==> config.mk <==
export PLATFORM = sky130hd
export DESIGN_NAME = link_speed_seq
export DESIGN_NICKNAME = d
export VERILOG_FILES = /design/src/rtl/lss_pkg.sv /design/src/rtl/lss_tick.sv /design/src/rtl/lss_timer.sv /design/src/rtl/lss_fsm.sv /design/src/rtl/link_speed_seq.sv
export SDC_FILE = /design/constraint.sdc
export NUM_CORES = 1
export LEC_CHECK = 0
export BUFFER_PORTS_ARGS = -buffer_cell sky130_fd_sc_hd__buf_2
export CAP_MARGIN = 20
export CORE_UTILIZATION = 60
export CTS_BUF_LIST = sky130_fd_sc_hd__clkbuf_16
export CTS_CLUSTER_DIAMETER = 100
export DETAILED_ROUTE_END_ITERATION = 8
export PLACE_DENSITY_LB_ADDON = 0.12
export SYNTH_ARGS = -nofsm -noshare
export SYNTH_HDL_FRONTEND = slang
export SYNTH_SLANG_ARGS = --single-unit
==> constraint.sdc <==
create_clock -name clk -period 8.1 [get_ports clk]
set_input_delay 0 -clock clk [delete_from_list [all_inputs] [get_ports clk]]
set_output_delay 0 -clock clk [all_outputs]
set_load 0.01 [all_outputs]
==> src/rtl/lss_pkg.sv <==
package lss_pkg;
  typedef enum logic [3:0] {
    S_IDLE, S_CAP1, S_TRAIN, S_CAP2, S_DSC, S_POLL,
    S_LINK2, S_OSET, S_OWAIT, S_OCLR, S_FIN
  } seq_state_t;

  localparam logic [1:0] OP_SPEED = 2'd0;
  localparam logic [1:0] OP_DSC   = 2'd1;
  localparam logic [1:0] OP_RXOVR = 2'd2;

  localparam logic [1:0] ERR_NONE    = 2'd0;
  localparam logic [1:0] ERR_TRAIN   = 2'd1;
  localparam logic [1:0] ERR_SPDCHG  = 2'd2;
  localparam logic [1:0] ERR_RETRAIN = 2'd3;
endpackage

==> src/rtl/lss_tick.sv <==
module lss_tick #(
  parameter int DIV = 125
) (
  input  logic clk,
  input  logic rst_n,
  output logic tick
);
  localparam int CW = (DIV > 1) ? $clog2(DIV) : 1;
  localparam logic [CW-1:0] LAST = CW'(DIV - 1);

  logic [CW-1:0] cnt;

  always_ff @(posedge clk or negedge rst_n) begin
    if (!rst_n)           cnt <= '0;
    else if (cnt >= LAST) cnt <= '0;
    else                  cnt <= cnt + 1'b1;
  end

  assign tick = (cnt >= LAST);
endmodule

==> src/rtl/lss_timer.sv <==
module lss_timer #(
  parameter int TW = 16
) (
  input  logic          clk,
  input  logic          rst_n,
  input  logic          clr,
  input  logic          tick,
  input  logic [TW-1:0] limit,
  output logic          expired
);
  logic [TW-1:0] cnt;

  always_ff @(posedge clk or negedge rst_n) begin
    if (!rst_n)                   cnt <= '0;
    else if (clr)                 cnt <= '0;
    else if (tick && cnt != '1)   cnt <= cnt + 1'b1;
  end

  assign expired = (cnt >= limit);

  // time only advances on ticks, so a timeout cannot arrive early
  p_timer_tick_r8: assert property (@(posedge clk) disable iff (!rst_n)
    (!clr && !tick) |=> $stable(cnt));
endmodule

==> src/rtl/lss_fsm.sv <==
module lss_fsm
  import lss_pkg::*;
#(
  parameter int TW         = 16,
  parameter int GW         = 4,
  parameter int POLL_TICKS = 100,
  parameter int POLL_MAX   = 200,
  parameter int RST_TICKS  = 2500
) (
  input  logic          clk,
  input  logic          rst_n,
  input  logic          start,
  input  logic [1:0]    max_gen,
  input  logic          self_clr,
  input  logic [TW-1:0] link_to_ticks,
  input  logic          link_up,
  input  logic          spd_chg_pend,
  input  logic [GW-1:0] cur_speed,
  input  logic          cmd_ready,
  input  logic          tmr_exp,
  output logic          cmd_valid,
  output logic [1:0]    cmd_op,
  output logic [GW-1:0] cmd_data,
  output logic          train_en,
  output logic          busy,
  output logic          done,
  output logic          link_ok,
  output logic [GW-1:0] neg_gen,
  output logic [1:0]    err_code,
  output logic          tmr_clr,
  output logic [TW-1:0] tmr_limit
);
  localparam int AW = $clog2(POLL_MAX + 1);
  localparam logic [AW-1:0] ATT_LAST = AW'(POLL_MAX - 1);
  localparam logic [GW-1:0] SPD_2G5 = GW'(1);
  localparam logic [GW-1:0] SPD_5G0 = GW'(2);

  seq_state_t state, nxt;
  logic [AW-1:0] att;
  logic          fail, ok_set, att_inc, accept;
  logic [1:0]    fail_code;

  assign accept = (state == S_IDLE) && start;

  always_comb begin
    nxt       = state;
    fail      = 1'b0;
    fail_code = ERR_NONE;
    ok_set    = 1'b0;
    att_inc   = 1'b0;
    unique case (state)
      S_IDLE:  if (start) nxt = S_CAP1;
      S_CAP1:  if (cmd_ready) nxt = S_TRAIN;
      S_TRAIN: begin
        if (link_up) begin
          if (max_gen == 2'd2) nxt = S_CAP2;
          else begin nxt = S_FIN; ok_set = 1'b1; end
        end else if (tmr_exp) begin
          fail = 1'b1; fail_code = ERR_TRAIN;
        end
      end
      S_CAP2:  if (cmd_ready) nxt = S_DSC;
      S_DSC:   if (cmd_ready) nxt = self_clr ? S_POLL : S_LINK2;
      S_POLL: begin
        if (tmr_exp) begin
          if (!spd_chg_pend)        nxt = S_LINK2;
          else if (att == ATT_LAST) begin fail = 1'b1; fail_code = ERR_SPDCHG; end
          else                      att_inc = 1'b1;
        end
      end
      S_LINK2: begin
        if (link_up) begin nxt = S_FIN; ok_set = 1'b1; end
        else if (tmr_exp) begin fail = 1'b1; fail_code = ERR_RETRAIN; end
      end
      S_OSET:  if (cmd_ready) nxt = S_OWAIT;
      S_OWAIT: if (tmr_exp) nxt = S_OCLR;
      S_OCLR:  if (cmd_ready) nxt = S_FIN;
      S_FIN:   nxt = S_IDLE;
      default: nxt = S_IDLE;
    endcase
    if (fail) nxt = S_OSET;
  end

  assign tmr_clr = (nxt != state) || att_inc;

  always_comb begin
    unique case (state)
      S_TRAIN, S_LINK2: tmr_limit = link_to_ticks;
      S_POLL:           tmr_limit = TW'(POLL_TICKS);
      S_OWAIT:          tmr_limit = TW'(RST_TICKS);
      default:          tmr_limit = '0;
    endcase
  end

  always_comb begin
    cmd_valid = 1'b1;
    cmd_op    = OP_SPEED;
    cmd_data  = '0;
    unique case (state)
      S_CAP1:  cmd_data = SPD_2G5;
      S_CAP2:  cmd_data = SPD_5G0;
      S_DSC:   begin cmd_op = OP_DSC;   cmd_data = GW'(1); end
      S_OSET:  begin cmd_op = OP_RXOVR; cmd_data = GW'(3); end
      S_OCLR:  begin cmd_op = OP_RXOVR; cmd_data = '0;     end
      default: cmd_valid = 1'b0;
    endcase
  end

  always_ff @(posedge clk or negedge rst_n) begin
    if (!rst_n) begin
      state    <= S_IDLE;
      att      <= '0;
      train_en <= 1'b0;
      link_ok  <= 1'b0;
      neg_gen  <= '0;
      err_code <= ERR_NONE;
    end else begin
      state <= nxt;
      if (state != S_POLL) att <= '0;
      else if (att_inc)    att <= att + 1'b1;
      if (accept) begin
        train_en <= 1'b0;
        link_ok  <= 1'b0;
        neg_gen  <= '0;
        err_code <= ERR_NONE;
      end else begin
        if (state == S_CAP1 && cmd_ready) train_en <= 1'b1;
        if (ok_set) begin
          link_ok <= 1'b1;
          neg_gen <= cur_speed;
        end
        if (fail) err_code <= fail_code;
      end
    end
  end

  assign busy = (state != S_IDLE);
  assign done = (state == S_FIN);

  // an offered command stays put until it is taken
  p_cmd_hold_r10: assert property (@(posedge clk) disable iff (!rst_n)
    (cmd_valid && !cmd_ready) |=> (cmd_valid && $stable(cmd_op) && $stable(cmd_data)));

  // completion lasts a single cycle and leaves the block idle
  p_done_pulse_r12: assert property (@(posedge clk) disable iff (!rst_n)
    done |=> (!done && !busy));

  // training begins only after the low-speed field write transferred
  p_train_after_cap_r2: assert property (@(posedge clk) disable iff (!rst_n)
    $rose(train_en) |-> $past(cmd_valid && cmd_ready && cmd_op == OP_SPEED));

  // the poll counter never passes its limit
  p_poll_bound_r5: assert property (@(posedge clk) disable iff (!rst_n)
    att <= ATT_LAST);

  // success and an error code are never reported together
  p_ok_no_err_r3: assert property (@(posedge clk) disable iff (!rst_n)
    done |-> !(link_ok && err_code != ERR_NONE));

  // a start during a run does not drop the run
  p_start_busy_r11: assert property (@(posedge clk) disable iff (!rst_n)
    (busy && !done && start) |=> busy);
endmodule

==> src/rtl/link_speed_seq.sv <==
module link_speed_seq #(
  parameter int TICK_DIV   = 125,
  parameter int TW         = 16,
  parameter int GW         = 4,
  parameter int POLL_TICKS = 100,
  parameter int POLL_MAX   = 200,
  parameter int RST_TICKS  = 2500
) (
  input  logic          clk,
  input  logic          rst_n,
  input  logic          start,
  input  logic [1:0]    max_gen,
  input  logic          self_clr,
  input  logic [TW-1:0] link_to_ticks,
  input  logic          link_up,
  input  logic          spd_chg_pend,
  input  logic [GW-1:0] cur_speed,
  output logic          cmd_valid,
  input  logic          cmd_ready,
  output logic [1:0]    cmd_op,
  output logic [GW-1:0] cmd_data,
  output logic          train_en,
  output logic          busy,
  output logic          done,
  output logic          link_ok,
  output logic [GW-1:0] neg_gen,
  output logic [1:0]    err_code
);
  logic          tick, tmr_clr, tmr_exp;
  logic [TW-1:0] tmr_limit;

  lss_tick #(.DIV(TICK_DIV)) u_tick (
    .clk(clk), .rst_n(rst_n), .tick(tick)
  );

  lss_timer #(.TW(TW)) u_timer (
    .clk(clk), .rst_n(rst_n), .clr(tmr_clr), .tick(tick),
    .limit(tmr_limit), .expired(tmr_exp)
  );

  lss_fsm #(
    .TW(TW), .GW(GW), .POLL_TICKS(POLL_TICKS),
    .POLL_MAX(POLL_MAX), .RST_TICKS(RST_TICKS)
  ) u_fsm (
    .clk(clk), .rst_n(rst_n), .start(start), .max_gen(max_gen),
    .self_clr(self_clr), .link_to_ticks(link_to_ticks), .link_up(link_up),
    .spd_chg_pend(spd_chg_pend), .cur_speed(cur_speed), .cmd_ready(cmd_ready),
    .tmr_exp(tmr_exp), .cmd_valid(cmd_valid), .cmd_op(cmd_op),
    .cmd_data(cmd_data), .train_en(train_en), .busy(busy), .done(done),
    .link_ok(link_ok), .neg_gen(neg_gen), .err_code(err_code),
    .tmr_clr(tmr_clr), .tmr_limit(tmr_limit)
  );

  // success is only taken while the link reports up
  p_ok_on_link_r7: assert property (@(posedge clk) disable iff (!rst_n)
    $rose(link_ok) |-> $past(link_up));
endmodule

==> results.yml <==
die:
  core_area_mm2: 0.00472
  initial_core_util_pct: 62.6
  die_area_mm2: 0.00521
  fp-row-count: 25
  die_y_um: 72.2
  die_x_um: 72.2
  io_pins: 46
grt:
  grt_pass1_vias: 2534
  antenna_found_initial: 0
  grt_usage_pct: 28.2
  grt_pass1_wl_mm: 11.5
  overflow: 0
  grt_max_degree: 44
timing:
  setup_tns_ps: 0
  setup_ws_ps: 3880
  worst_slew_pin_slew_ps: 967
  hold_viol: 0
  setup_viol: 0
  fmax_ghz: 0.237
  period_minus_slack_ps: 4220
  slew_viol_final: 0
  slew_headroom_pct: 35.5
  rsz0062_at_grt: "no"
  period_share_pct: 52.1
  skew_ps: 7.30
critical_path:
  path_class: "reg2reg"
  end_kind: "flip-flop"
  cp_max_fo: 23
  start_kind: "flip-flop"
  cp.arrival_ps: 4350
  critical_path_required_ps: 8230
yosys:
  synth-edff-count: 0
  syn_avg_cell_area_um2: 8.06
  ys.flop_type: "dfrtp_1"
  async_flop_share_pct: 100
  ys_ff_latch: 43
  yosys.cell_types.count: 49
  syn_inst: 367
  synth_area_mm2: 0.00296
  seq_area_frac_synth_pct: 36.4
  yosys_warnings: 0
min_path:
  hp-class: "in2reg"
job:
  drv_cap: 0
clock_tree:
  cts_num_sinks: 43
  post_cts_resized: 0
  numCtsBuffers: 5
  cts.path.max_buffers: 2
  postCtsSetupBuffers: 0
  worstSkewPairLatency_ps: 280
  root_buffer: "clkbuf_16"
  cts_hold_buf: 5
  cts_tree: "built"
  clk_pin_slew_ps: 60
  cts-htree-levels: 2
cells_and_area:
  multi_input_area_mm2: 0.00177
  nets: 453
  regArea_mm2: 0.00108
  layout-drive-gt1-share_pct: 13.1
  fillers: 381
  n_antenna_cell: 0
  area_delta_synth_final_pct: 13.8
  fin_area_mm2: 0.00336
power_and_ir_drop:
  peakVddDrop_uv: 147
  p_leak_uw: 0.00150
  finalPower_uw: 857
  power.density_mw_per_mm2: 255
place:
  globalplace.congestion: 0.864
  port_buffers: 43
  dp_hpwl_mm: 4.76
  dp_slack_ps: 3930
  placed_area_mm2: 0.00317
routing:
  wl_per_cell_um: 14.3
  route.antenna.remaining_nets: 0
  num_vias: 2772
  totalWireLength_mm: 6.77
  first_iter_violations: 293
  drc: 0
  first_pass_iters: 5
  vias_per_cell: 5.87
outcome:
  status: "finished, final reports clean"
[per-stage QoR]
stage	std cells	hold WS, ps	util, %
after floorplan	368	-296	-
after global placement	459	192	67.2
after detailed placement	459	199	67.2
after CTS	472	18.4	71.2
after global routing	472	32.1	71.2
final	472	34.8	71.2
[worst paths after layout]
check,from,to,slack [ps],depth (start not counted)
worst min register to register,u_fsm.link_ok$_DFFE_PN0P_,u_fsm.link_ok$_DFFE_PN0P_,480,2
worst max register to register,u_fsm.state[1]$_DFF_PN0_,u_timer.cnt[14]$_DFFE_PN0P_,3880,10
worst min-delay path,link_up,u_fsm.err_code[0]$_DFFE_PN0P_,30,2
max in group asynchronous,rst_n,u_fsm.att[0]$_DFFE_PN0P_,7090,2
min in group asynchronous,rst_n,u_fsm.state[2]$_DFF_PN0_,410,2
worst max-delay path,u_fsm.state[1]$_DFF_PN0_,u_timer.cnt[14]$_DFFE_PN0P_,3880,10
[where the power goes]
part           internal [µW]  switching (µW)
sequential               237            51.1
clock                    113            81.7
combinational            138             237
[logic make-up after synthesis]
family                   count (synthesis)  share of synthesized area (%)
flip-flops                              43                           36.4
AND/OR/NAND/NOR                        182                           29.5
multiplexers                             3                           1.02
XOR/XNOR                                17                           5.04
adder cells (fa/ha/maj)                 20                           8.46
AO/OA/AOI/OAI                           75                           15.6
buffers and inverters                   26                           3.85
other                                    1                          0.127
[Yosys cell counts (2+ instances only)]
master    count  share of area [%]
buf_4         2               0.51
nand4_1       8                1.7
a22oi_1       2               0.51
and2_1        5                1.1
nand2b_1      9                1.9
or4_1         6                1.5
a21oi_1      28                4.7
a311oi_1      2               0.59
nor2_1       41                5.2
o211ai_1      4                1.0
dfrtp_1      43                 36
nand2_1      60                7.6
or3_1         7                1.5
nor4_1        5                1.1
o31ai_1       5                1.3
a31oi_1       3               0.63
o22ai_1       2               0.42
o21ai_1       5               0.85
and3_1        6                1.3
o21bai_1      2               0.51
o21a_1        2               0.51
ha_1         20                8.5
clkbuf_1     13                1.7
o21ai_0      11                1.9
nand3_1      19                3.2
mux2i_1       3                1.0
o41ai_1       2               0.59
nor2b_1       2               0.42
nor3_1        9                1.5
xnor2_1       4                1.2
inv_1         6               0.76
buf_1         2               0.25
xor2_1       13                3.9
[area by class of cell]
| cell class | count | share of cell area [%] |
|---|---|---|
| clock buffers | 5 | 3.72 |
| clock inverters | 3 | 0.484 |
| multi-input cells | 299 | 52.6 |
| well taps | 67 | 2.49 |
| flip-flops and latches | 43 | 32.0 |
| inverters | 7 | 0.781 |
| repair buffers | 48 | 7.89 |
[layout by cell type, fill, tap and decap left out, types with 6 or more instances in the layout]
cell / Yosys / routed
a21oi_1: 28 / 28
and3_1: 6 / 6
buf_2: 1 / 43
dfrtp_1: 43 / 43
ha_1: 20 / 20
inv_1: 6 / 7
nand2_1: 60 / 60
nand2b_1: 9 / 9
nand3_1: 19 / 19
nand4_1: 8 / 8
nor2_1: 41 / 41
nor3_1: 9 / 9
o21ai_0: 11 / 11
or3_1: 7 / 7
or4_1: 6 / 6
xor2_1: 13 / 13
[state kept, by name, indices dropped and copies added, names as in the netlist]
register	count
u_fsm.att	8
u_fsm.err_code	2
u_fsm.link_ok	1
u_fsm.neg_gen	4
u_fsm.state	4
u_fsm.train_en	1
u_tick.cnt	7
u_timer.cnt	16
[worst max-delay path, stage by stage, from the launching register on]
cell and delay [ps]:
dfrtp_1 720, nand2b_1 220, nor2_1 570, nand2_1 130, ha_1 320, nand4_1 140, or3_1 380, or4_1 520
and4_4 280, o211ai_2 620, nor3_1 140
[metal layers]
metal / wire (µm) / global-route usage [%] / vias to the layer above / share of wire [%]
met4: 121 / 9.80 / 0 / 1.8
li1: - / - / 1376 / -
met2: 3270 / 46.8 / 93 / 48
met5: 0 / 0 / - / 0
met1: 3070 / 37.5 / 1292 / 45
met3: 306 / 4.58 / 11 / 4.5
(Power assumes the default switching activity.)
